File: src/rtl/twi_shift_slave.sv
module twi_shift_slave #(
  parameter int DW = 8,
  parameter int CW = 4
) (
  input  logic          clk,
  input  logic          rst_n,
  input  logic          scl_i,
  input  logic          sda_i,
  output logic          scl_low_o,
  output logic          sda_low_o,
  input  logic          reg_we,
  input  logic [1:0]    reg_addr,
  input  logic [DW-1:0] reg_wdata,
  output logic [DW-1:0] shift_q,
  output logic [CW-1:0] count_q,
  output logic          start_flag_o,
  output logic          ovf_flag_o,
  output logic          stop_flag_o,
  output logic          irq_o
);
  localparam logic [CW-1:0] CNT_TOP = '1;

  logic [1:0] scl_sy, sda_sy;
  logic scl_p, sda_p, scl_s, sda_s;
  logic [DW-1:0] shreg;
  logic [CW-1:0] cnt;
  logic dout, oe;
  logic start_flag, start_arm, hold_start;
  logic ovf_flag, hold_ovf, stop_flag;

  assign scl_s = scl_sy[1];
  assign sda_s = sda_sy[1];

  wire scl_rise  = scl_s & ~scl_p;
  wire scl_fall  = ~scl_s & scl_p;
  wire scl_edge  = scl_rise | scl_fall;
  wire start_det = scl_s & scl_p & sda_p & ~sda_s;
  wire stop_det  = scl_s & scl_p & ~sda_p & sda_s;
  wire ovf_evt   = scl_edge & (cnt == CNT_TOP);

  wire wr_data = reg_we && reg_addr == 2'd0;
  wire wr_cnt  = reg_we && reg_addr == 2'd1;
  wire wr_stat = reg_we && reg_addr == 2'd2;
  wire wr_ctl  = reg_we && reg_addr == 2'd3;
  wire clr_start = wr_stat & reg_wdata[0];
  wire clr_ovf   = wr_stat & reg_wdata[1];
  wire clr_stop  = wr_stat & reg_wdata[2];

  always_ff @(posedge clk or negedge rst_n) begin
    if (!rst_n) begin
      scl_sy <= 2'b11;
      sda_sy <= 2'b11;
      scl_p  <= 1'b1;
      sda_p  <= 1'b1;
    end else begin
      scl_sy <= {scl_sy[0], scl_i};
      sda_sy <= {sda_sy[0], sda_i};
      scl_p  <= scl_s;
      sda_p  <= sda_s;
    end
  end

  always_ff @(posedge clk or negedge rst_n) begin
    if (!rst_n) begin
      shreg <= '0;
      dout  <= 1'b1;
      cnt   <= '0;
      oe    <= 1'b0;
    end else begin
      if (wr_data)       shreg <= reg_wdata;
      else if (scl_rise) shreg <= {shreg[DW-2:0], sda_s};

      if (wr_data)       dout <= reg_wdata[DW-1];
      else if (scl_fall) dout <= shreg[DW-1];

      if (wr_cnt)        cnt <= reg_wdata[CW-1:0];
      else if (scl_edge) cnt <= cnt + 1'b1;

      if (wr_ctl)        oe <= reg_wdata[0];
    end
  end

  always_ff @(posedge clk or negedge rst_n) begin
    if (!rst_n) begin
      start_flag <= 1'b0;
      start_arm  <= 1'b0;
      hold_start <= 1'b0;
      ovf_flag   <= 1'b0;
      hold_ovf   <= 1'b0;
      stop_flag  <= 1'b0;
    end else begin
      if (start_det)      start_flag <= 1'b1;
      else if (clr_start) start_flag <= 1'b0;

      if (start_det)                              start_arm <= 1'b1;
      else if (scl_fall || stop_det || clr_start) start_arm <= 1'b0;

      if (stop_det || clr_start)      hold_start <= 1'b0;
      else if (start_arm && scl_fall) hold_start <= 1'b1;

      if (ovf_evt)      ovf_flag <= 1'b1;
      else if (clr_ovf) ovf_flag <= 1'b0;

      if (ovf_evt)                  hold_ovf <= 1'b1;
      else if (stop_det || clr_ovf) hold_ovf <= 1'b0;

      if (stop_det)      stop_flag <= 1'b1;
      else if (clr_stop) stop_flag <= 1'b0;
    end
  end

  assign scl_low_o    = hold_start | hold_ovf;
  assign sda_low_o    = oe & ~dout;
  assign shift_q      = shreg;
  assign count_q      = cnt;
  assign start_flag_o = start_flag;
  assign ovf_flag_o   = ovf_flag;
  assign stop_flag_o  = stop_flag;
  assign irq_o        = start_flag | ovf_flag;
endmodule

File: config.mk
export PLATFORM = sky130hd
export DESIGN_NAME = twi_shift_slave
export DESIGN_NICKNAME = d
export VERILOG_FILES = /design/src/rtl/twi_shift_slave.sv
export SDC_FILE = /design/constraint.sdc
export NUM_CORES = 1
export LEC_CHECK = 0
export ABC_AREA = 1
export CAP_MARGIN = 20
export CORE_UTILIZATION = 47
export CTS_CLUSTER_SIZE = 24
export DETAILED_ROUTE_END_ITERATION = 7
export GPL_TIMING_DRIVEN = 0
export PLACE_DENSITY_LB_ADDON = 0.25
export SYNTH_ARGS = -nofsm -noshare
export SYNTH_HDL_FRONTEND = slang
export SYNTH_SLANG_ARGS = --single-unit
File: constraint.sdc
create_clock -name clk -period 1.4 [get_ports clk]
set_input_delay 0.35 -clock clk [delete_from_list [all_inputs] [get_ports clk]]
set_output_delay 0.35 -clock clk [all_outputs]
set_load 0.03 [all_outputs]
# ---- Word level (Yosys, flattened, before mapping)
# Cells that the tools add are included.
dict set report op_classes {
  eq_ne 4
  muxes 18
  bitwise 20
  reduce_logical 19
  n_addsub 1
}
# op count
set op_table {}
lappend op_table {{$reduce_bool 2->1} 9}
lappend op_table {{$mux 8} 2}
lappend op_table {{$mux 1} 14}
lappend op_table {{$and 1x1->1} 12}
lappend op_table {{$mux 4} 2}
lappend op_table {{$logic_and 1x1->1} 5}
lappend op_table {{$not 1->1} 5}
lappend op_table {{$add 4x1->4 const B} 1}
lappend op_table {{$eq 2x2->1 const B} 2}
lappend op_table {{$eq 4x4->1 const B} 1}
lappend op_table {{$logic_or 1x1->1} 4}
lappend op_table {{$or 1x1->1} 3}
lappend op_table {{$eq 2x1->1 const B} 1}
lappend op_table {{$logic_not 2->1} 1}
dict set report totals {
  output_inout_bits 18
  word_cells 76
  reg_bits 26
}

# ---- Depth between registers and ports, before layout
# Gate-level depths: netlist of the first run.
dict set report logic_depth {
  word_depth 7
  depth_mapped 7
  ltp_nobuf 6
}

# ---- Least setup slack after synthesis of the first run
# OpenSTA, ideal clock, no wires.
dict set report synth_path {
  kind {register -> register}
  start {register scl_sy[1]}
  end {register cnt[0], in the netlist count_q[0]}
  path_slack_ns 0.070
  stages_incl_launch_ff 6
  arrival_ns 1.212
  path_buffers 0
  setup_ns 0.117
  path_cell_list {dfstp_2 -> inv_1 -> ha_1 -> xnor2_1 -> o21ai_1 -> inv_1}
}
dict set report synth_between {
  elab_chain_cells 4
  word_cells_on_any_way 5
  classes_between {bitwise: 4; reduce/logical: 1}
}
# element line_no
set synth_rtl {}
lappend synth_rtl {{start, declared} 23} ;# logic [1:0] scl_sy, sda_sy;
lappend synth_rtl {{start signal, assigned} 56} ;# scl_sy <= {scl_sy[0], scl_i};
lappend synth_rtl {{$not 1->1} 35} ;# wire scl_fall = ~scl_s & scl_p;
lappend synth_rtl {{$and 1x1->1} 35}
lappend synth_rtl {{$or 1x1->1 *} 36} ;# wire scl_edge = scl_rise | scl_fall;
lappend synth_rtl {{$reduce_bool 2->1 (no source line) *} n/a}
lappend synth_rtl {{end signal, assigned} 76} ;# if (wr_cnt) cnt <= reg_wdata[CW-1:0];
lappend synth_rtl {{end signal, assigned} 77} ;# else if (scl_edge) cnt <= cnt + 1'b1;
lappend synth_rtl {{end, declared} 26} ;# logic [CW-1:0] cnt;
# Mark *: on every way between the ends. The rest lies on a longest branch, timed or not.
# A chain may end at the register's enable or synchronous reset.

# ---- Worst setup path in the final report of the first run
dict set report layout_path {
  start {register start_flag, in the netlist start_flag_o}
  end {output irq_o}
}
dict set report layout_between {
  elab_chain_cells 1
}
# element line_no
set layout_rtl {}
lappend layout_rtl {{start, declared} 28} ;# logic start_flag, start_arm, hold_start;
lappend layout_rtl {{start signal, assigned} 85} ;# start_flag <= 1'b0;
lappend layout_rtl {{start signal, assigned} 92} ;# if (start_det) start_flag <= 1'b1;
lappend layout_rtl {{start signal, assigned} 93} ;# else if (clr_start) start_flag <= 1'b0;
lappend layout_rtl {{$or 1x1->1} 119} ;# assign irq_o = start_flag | ovf_flag;
lappend layout_rtl {{end, declared} 19} ;# output logic irq_o
# Every way passes these cells.

==> impl_metrics.yaml, run 1 <==
synth:
  netlist_area_mm2: 0.001214
  ys_types: 21
  netlist.area_leader.share_pct: 39.18
  ys_seq_elements: 26
  synth_top_family_by_area: "simple AND/OR/NAND/NOR gates"
  synth_top_flop_cell: "dfrtp_1"
  yosysSeqAreaShare_pct: 54.33
  synth_area_per_cell_um2: 9.057
  syn-instance-count: 134
  yosysTopAreaCell: "dfrtp_1"
  synth-simple-area-share_pct: 31.65
  synthXorXnorAreaFrac_pct: 1.443
  synthMuxAreaShare_pct: 0
  synthesis.nets: 153
  postSynth.asyncResetShare_pct: 100.0
  netlist_top_cells_area: "dfrtp_1, dfstp_2, nand3_1"
  synth_edf_count: 0
  yosysWarnings: 0
  synth_fa_ha_area_share_pct: 4.124
  synth_compound_area_share_pct: 2.474
sta:
  fin_ws_ns: -0.09280
  fmax_mhz: 669.9
  slew_headroom_pct: 68.33
  drv_slew: 0
  fin_crit_sh_pct: 106.6
  hold_viol_final: 0
  clock_skew_ns: 0.001802
  worst_pin_slew_ns: 0.4736
  finalSetupTns_ns: -0.1753
  fin_crit_ns: 1.493
  rsz0062_at_grt: "true"
  setup_viol: 3
clock_tree:
  tritoncts.num_buffers: 3
  path_clk_slew_ns: 0.15
  cts-htree-levels: 1
  clk_path_buf_depth: 2
  cts_num_sinks: 26
  clock_latency_ns: 0.33
  cts_tree: "yes"
  cts_hold_buf: 0
  clockRootBuffer: "clkbuf_4"
layout:
  mostFrequentLayoutCell: "nand2_1"
  layout-drive-gt1-share_pct: 28.00
  fill_cells: 209
  fin_nets: 195
  syn2layout_area_growth_pct: 34.74
  final_cell_mix: "nand2_1, nand3_1, dfrtp_1, clkdlybuf4s50_1, buf_2"
  design_area_mm2: 0.001635
  diodes: 0
  instances_no_fill: 205
power:
  fin_total_pwr_mw: 2.634
  switching_share_pct: 37.69
  p_leak_nw: 0.8181
  p_comb_share_pct: 40.3
  pwr-share-clk_pct: 20.2
  power.density_mw_per_mm2: 1611
  peakVddDrop_mv: 1.181
  seqPwrFrac_pct: 39.5
  intPower_mw: 1.642
  power.net_switching_mw: 0.9928
die:
  initial_core_util_pct: 49.44
  row_count: 18
  fp.dieH_um: 52.82
  dieArea_mm2: 0.002789
  coreArea_mm2: 0.002455
  ioPinCount: 33
  die_x_um: 52.82
critical_path:
  crit_type: "flip-flop to primary output"
  worstSetupEndpointType: "primary output"
  regToRegEndpoint: "shift_q[0]"
  r2r_start: "scl_p"
  reg2reg_slack_ns: 0.11
  cp-endpoint: "irq_o"
  cp-startpoint: "start_flag_o"
  crit_arrival_ns: 1.14
  crit_required_ns: 1.05
  crit_path_start_kind: "flip-flop"
  r2r_cells: 6
  crit_path_max_fanout: 3
drt:
  wl_met3_um: 103
  drt_wl_total_um: 2746
  dr.pass1.iters: 4
  wl_met1_um: 1209
  num_vias: 1069
  wl_per_cell_um: 13.40
  route.met2.wl_um: 1409
  first_iter_violations: 21
  viasPerCell: 5.215
  drc: 0
  top_layer_used: "met4"
  antenna_left: 0
run:
  maxCapViolCount: 0
run_status:
  violations: "setup timing"
  status: "finished with violations"
place:
  io_buffer_count: 31
  dp_cells: 196
  placed_area_mm2: 0.001589
  place_ws_ns: -0.2024
  place_congestion: 0.7801
  dp_hpwl_um: 1985
global_route:
  grt_pass1_vias: 1035
  grt_pass1_wl_um: 4381
  grt_usage_pct: 21.68
  grt_max_degree: 20
  antenna_found_initial: 0
  grt_overflow: 0
hold_path:
  hp-class: "input port to asynchronous set/reset pin"
-- Yosys cell counts, drive strengths merged (2+ instances only) --
cell and n:
dfstp 7, nand3b 2, o21ai 5, nand2 33
buf 3, nand4 5, nand3 33, inv 13
or2 2, nor2 5, dfrtp 19, ha 4
-- what timing repair did --
action	4_1_cts	5_1_grt
cloned	0	0
gates resized for setup	79	15
pin swaps	2	2
hold endpoints to repair	0	0
endpoints found under the setup margin	22	18
buffers inserted	5	1
-- routing by layer --
metal	up-vias	track usage, %
li1	523	-
met1	511	26.90
met2	31	39.45
met3	4	1.739
met4	0	6.579
met5	-	0
-- registers in the layout, indices dropped and copies added (netlist names) --
| register | cells |
|---|---|
| count_q | 4 |
| dout | 1 |
| hold_ovf | 1 |
| hold_start | 1 |
| oe | 1 |
| ovf_flag_o | 1 |
| scl_p | 1 |
| scl_sy | 2 |
| sda_p | 1 |
| sda_sy | 2 |
| shift_q | 8 |
| start_arm | 1 |
| start_flag_o | 1 |
| stop_flag_o | 1 |
-- through the flow --
stage	utilization (%)	hold WS (ns)
CTS	67.58	0.3365
finish	66.62	0.3175
floorplan	-	0.05441
global placement	63.61	0.3469
global route	66.62	0.3602
detailed placement	64.73	0.3479
-- power by group through the flow --
stage,Sequential (mW),Clock [mW],Combinational (mW)
final,1.04,0.531,1.06
after global routing,1.06,0.557,1.15
after CTS,1.04,0.532,1.09
after detailed placement,1.09,0,1.01
after global placement,1.07,0,0.974
after floorplan,1.30,0,0.348
-- critical path, cell delays in order, from the launching register on --
cell,delay [ns]
dfrtp_1,0.42
or2_1,0.25
buf_6,0.14
-- cells by family (layout without fill, tap and decap cells) --
logic type / after synthesis / count (layout)
compound gates: 6 / 6
simple gates: 80 / 80
flops: 26 / 26
xor+xnor: 2 / 2
fa+ha+maj: 4 / 4
buf+inv: 16 / 57
-- cell type report --
class | count | area (um2) | area share (%)
plain buffers | 2 | 18.77 | 1.148
clock buffers | 3 | 22.52 | 1.377
clock inverters | 1 | 30.03 | 1.836
inverters | 13 | 48.80 | 2.984
multi-input cells | 92 | 496.7 | 30.37
flip-flops and latches | 26 | 660.6 | 40.40
well taps | 30 | 37.54 | 2.295
repair buffers | 38 | 320.3 | 19.59
-- worst min path at each step --
| stage | from | endpoint | slack [ns] | cells after the start |
|---|---|---|---|---|
| final | rst_n | count_q[0] | 0.32 | 1 |
| after global routing | rst_n | ovf_flag_o | 0.36 | 1 |
| after CTS | rst_n | ovf_flag_o | 0.34 | 1 |
| after detailed placement | sda_sy[0] | sda_sy[1] | 0.35 | 0 |
| after global placement | sda_sy[0] | sda_sy[1] | 0.35 | 0 |
| after floorplan | rst_n | count_q[0] | 0.05 | 0 |
Note: power is estimated with default switching activity, not from simulation.
==> run 2, diff against run 1 <==
Settings changed: CORE_UTILIZATION 47 to 49, CTS_BUF_LIST from default to sky130_fd_sc_hd__clkbuf_2 sky130_fd_sc_hd__clkbuf_4 sky130_fd_sc_hd__clkbuf_8.
==> impl_metrics.yaml, run 2 (same netlist as run 1, synthesis figures left out) <==
critical_path:
  crit_path_max_fanout: 3
  crit_required_ns: 1.05
  r2r_start: "scl_sy[1]"
  reg2reg_slack_ns: 0.08
  cp-startpoint: "ovf_flag_o"
  slowest_stage: "dfrtp_1"
  worstSetupEndpointType: "primary output"
  slowest_delay_ns: 0.42
  crit_path_start_kind: "flip-flop"
  crit_arrival_ns: 1.11
  crit_type: "flip-flop to primary output"
  crit_chain: "or2_1 -> buf_6"
sta:
  clock_skew_ns: 0.007838
  rsz0062_at_grt: "true"
  worst_pin_slew_ns: 0.5726
  fin_crit_sh_pct: 104.5
  finalSetupTns_ns: -0.09984
  setup_viol: 2
  slew_headroom_pct: 61.71
  whs_ns: 0.3620
  hold_viol_final: 0
  fin_crit_ns: 1.463
  fmax_mhz: 683.7
  fin_ws_ns: -0.06255
  drv_slew: 0
clock_tree:
  cts_hold_buf: 0
  tritoncts.num_buffers: 3
  clock_latency_ns: 0.32
  path_clk_slew_ns: 0.13
  cts_num_sinks: 26
  cts_tree: "yes"
  clockRootBuffer: "clkbuf_4"
  clk_path_buf_depth: 2
  cts-htree-levels: 1
drt:
  viasPerCell: 5.333
  route.met2.wl_um: 1494
  wl_met1_um: 1206
  first_iter_violations: 27
  top_layer_used: "met4"
  num_vias: 1104
  wl_met3_um: 106
  antenna_left: 0
  drc: 0
  drt_wl_total_um: 2856
  wl_per_cell_um: 13.80
  dr.pass1.iters: 4
layout:
  layout-drive-gt1-share_pct: 28.49
  final_cell_mix: "nand2_1, nand3_1, dfrtp_1, buf_2, clkdlybuf4s50_1"
  design_area_mm2: 0.001634
  fin_util_pct: 71.80
  largest_reg_flops: 8
  fin_nets: 199
  syn2layout_area_growth_pct: 34.64
  fill_cells: 180
  instances_no_fill: 207
  diodes: 0
  mostFrequentLayoutCell: "nand2_1"
power:
  seqPwrFrac_pct: 40.2
  p_comb_share_pct: 44.7
  fin_total_pwr_mw: 2.539
  intPower_mw: 1.540
  power.density_mw_per_mm2: 1554
  p_leak_nw: 0.8296
  switching_share_pct: 39.34
  peakVddDrop_mv: 1.649
  power.net_switching_mw: 0.9986
  pwr-share-clk_pct: 15.1
run:
  maxCapViolCount: 0
global_route:
  grt_pass1_vias: 1043
  grt_usage_pct: 24.10
  grt_overflow: 0
  antenna_found_initial: 0
  grt_max_degree: 16
  grt_pass1_wl_um: 4560
die:
  ioPinCount: 33
  coreArea_mm2: 0.002276
  dieArea_mm2: 0.002680
  fp.dieH_um: 51.77
  initial_core_util_pct: 53.33
  row_count: 17
  die_x_um: 51.77
place:
  place_ws_ns: -0.1710
  dp_cells: 194
  io_buffer_count: 31
  place_congestion: 0.7664
  dp_hpwl_um: 2040
  placed_area_mm2: 0.001574
hold_path:
  hp-class: "input port to flip-flop"
  min_from: "reg_we"
run_status:
  violations: "setup timing"
  status: "finished with violations"
-- run 2: area by class of cell --
cell class | count | area, um2 | share of cell area (%)
multi-input cells | 92 | 496.7 | 30.40
repair buffers | 41 | 334.1 | 20.44
plain buffers | 3 | 23.77 | 1.455
flip-flops and latches | 26 | 659.4 | 40.35
well taps | 28 | 35.03 | 2.144
clock buffers | 4 | 36.28 | 2.221
inverters | 13 | 48.80 | 2.986
-- run 2: final timing paths --
| check | to | depth (start not counted) |
|---|---|---|
| setup / recovery | irq_o | 2 |
| hold / removal | oe | 3 |
| setup reg to reg | shift_q[4] | 5 |
| max in group asynchronous | scl_sy[0] | 2 |
| min in group asynchronous | shift_q[4] | 1 |
| hold reg to reg | sda_sy[1] | 0 |
-- run 2: worst max-delay path, delay by kind of cell (launching register included) --
family	cells	cell delay, ns
flops	1	0.42
simple gates	1	0.24
buf+inv	1	0.14
-- run 2: repair_timing --
action | 4_1_cts | 5_1_grt
resized for setup | 70 | 24
pin swaps | 1 | 1
gates cloned | 0 | 0
endpoints found under the setup margin | 19 | 16
setup buffers | 6 | 3
-- run 2: routing by layer --
metal | track usage, % | vias up
met1 | 28.79 | 533
met3 | 3.801 | 4
li1 | - | 538
met5 | 0 | -
met2 | 42.21 | 29
met4 | 11.26 | 0
-- run 2: power by group through the flow --
stage | Combinational (mW) | Sequential [mW] | Clock, mW
2_1_floorplan | 0.348 | 1.30 | 0
3_3_place_gp | 0.975 | 1.07 | 0
3_5_place_dp | 1.01 | 1.09 | 0
4_1_cts | 1.16 | 1.02 | 0.390
5_1_grt | 1.21 | 1.04 | 0.431
6_report | 1.13 | 1.02 | 0.383
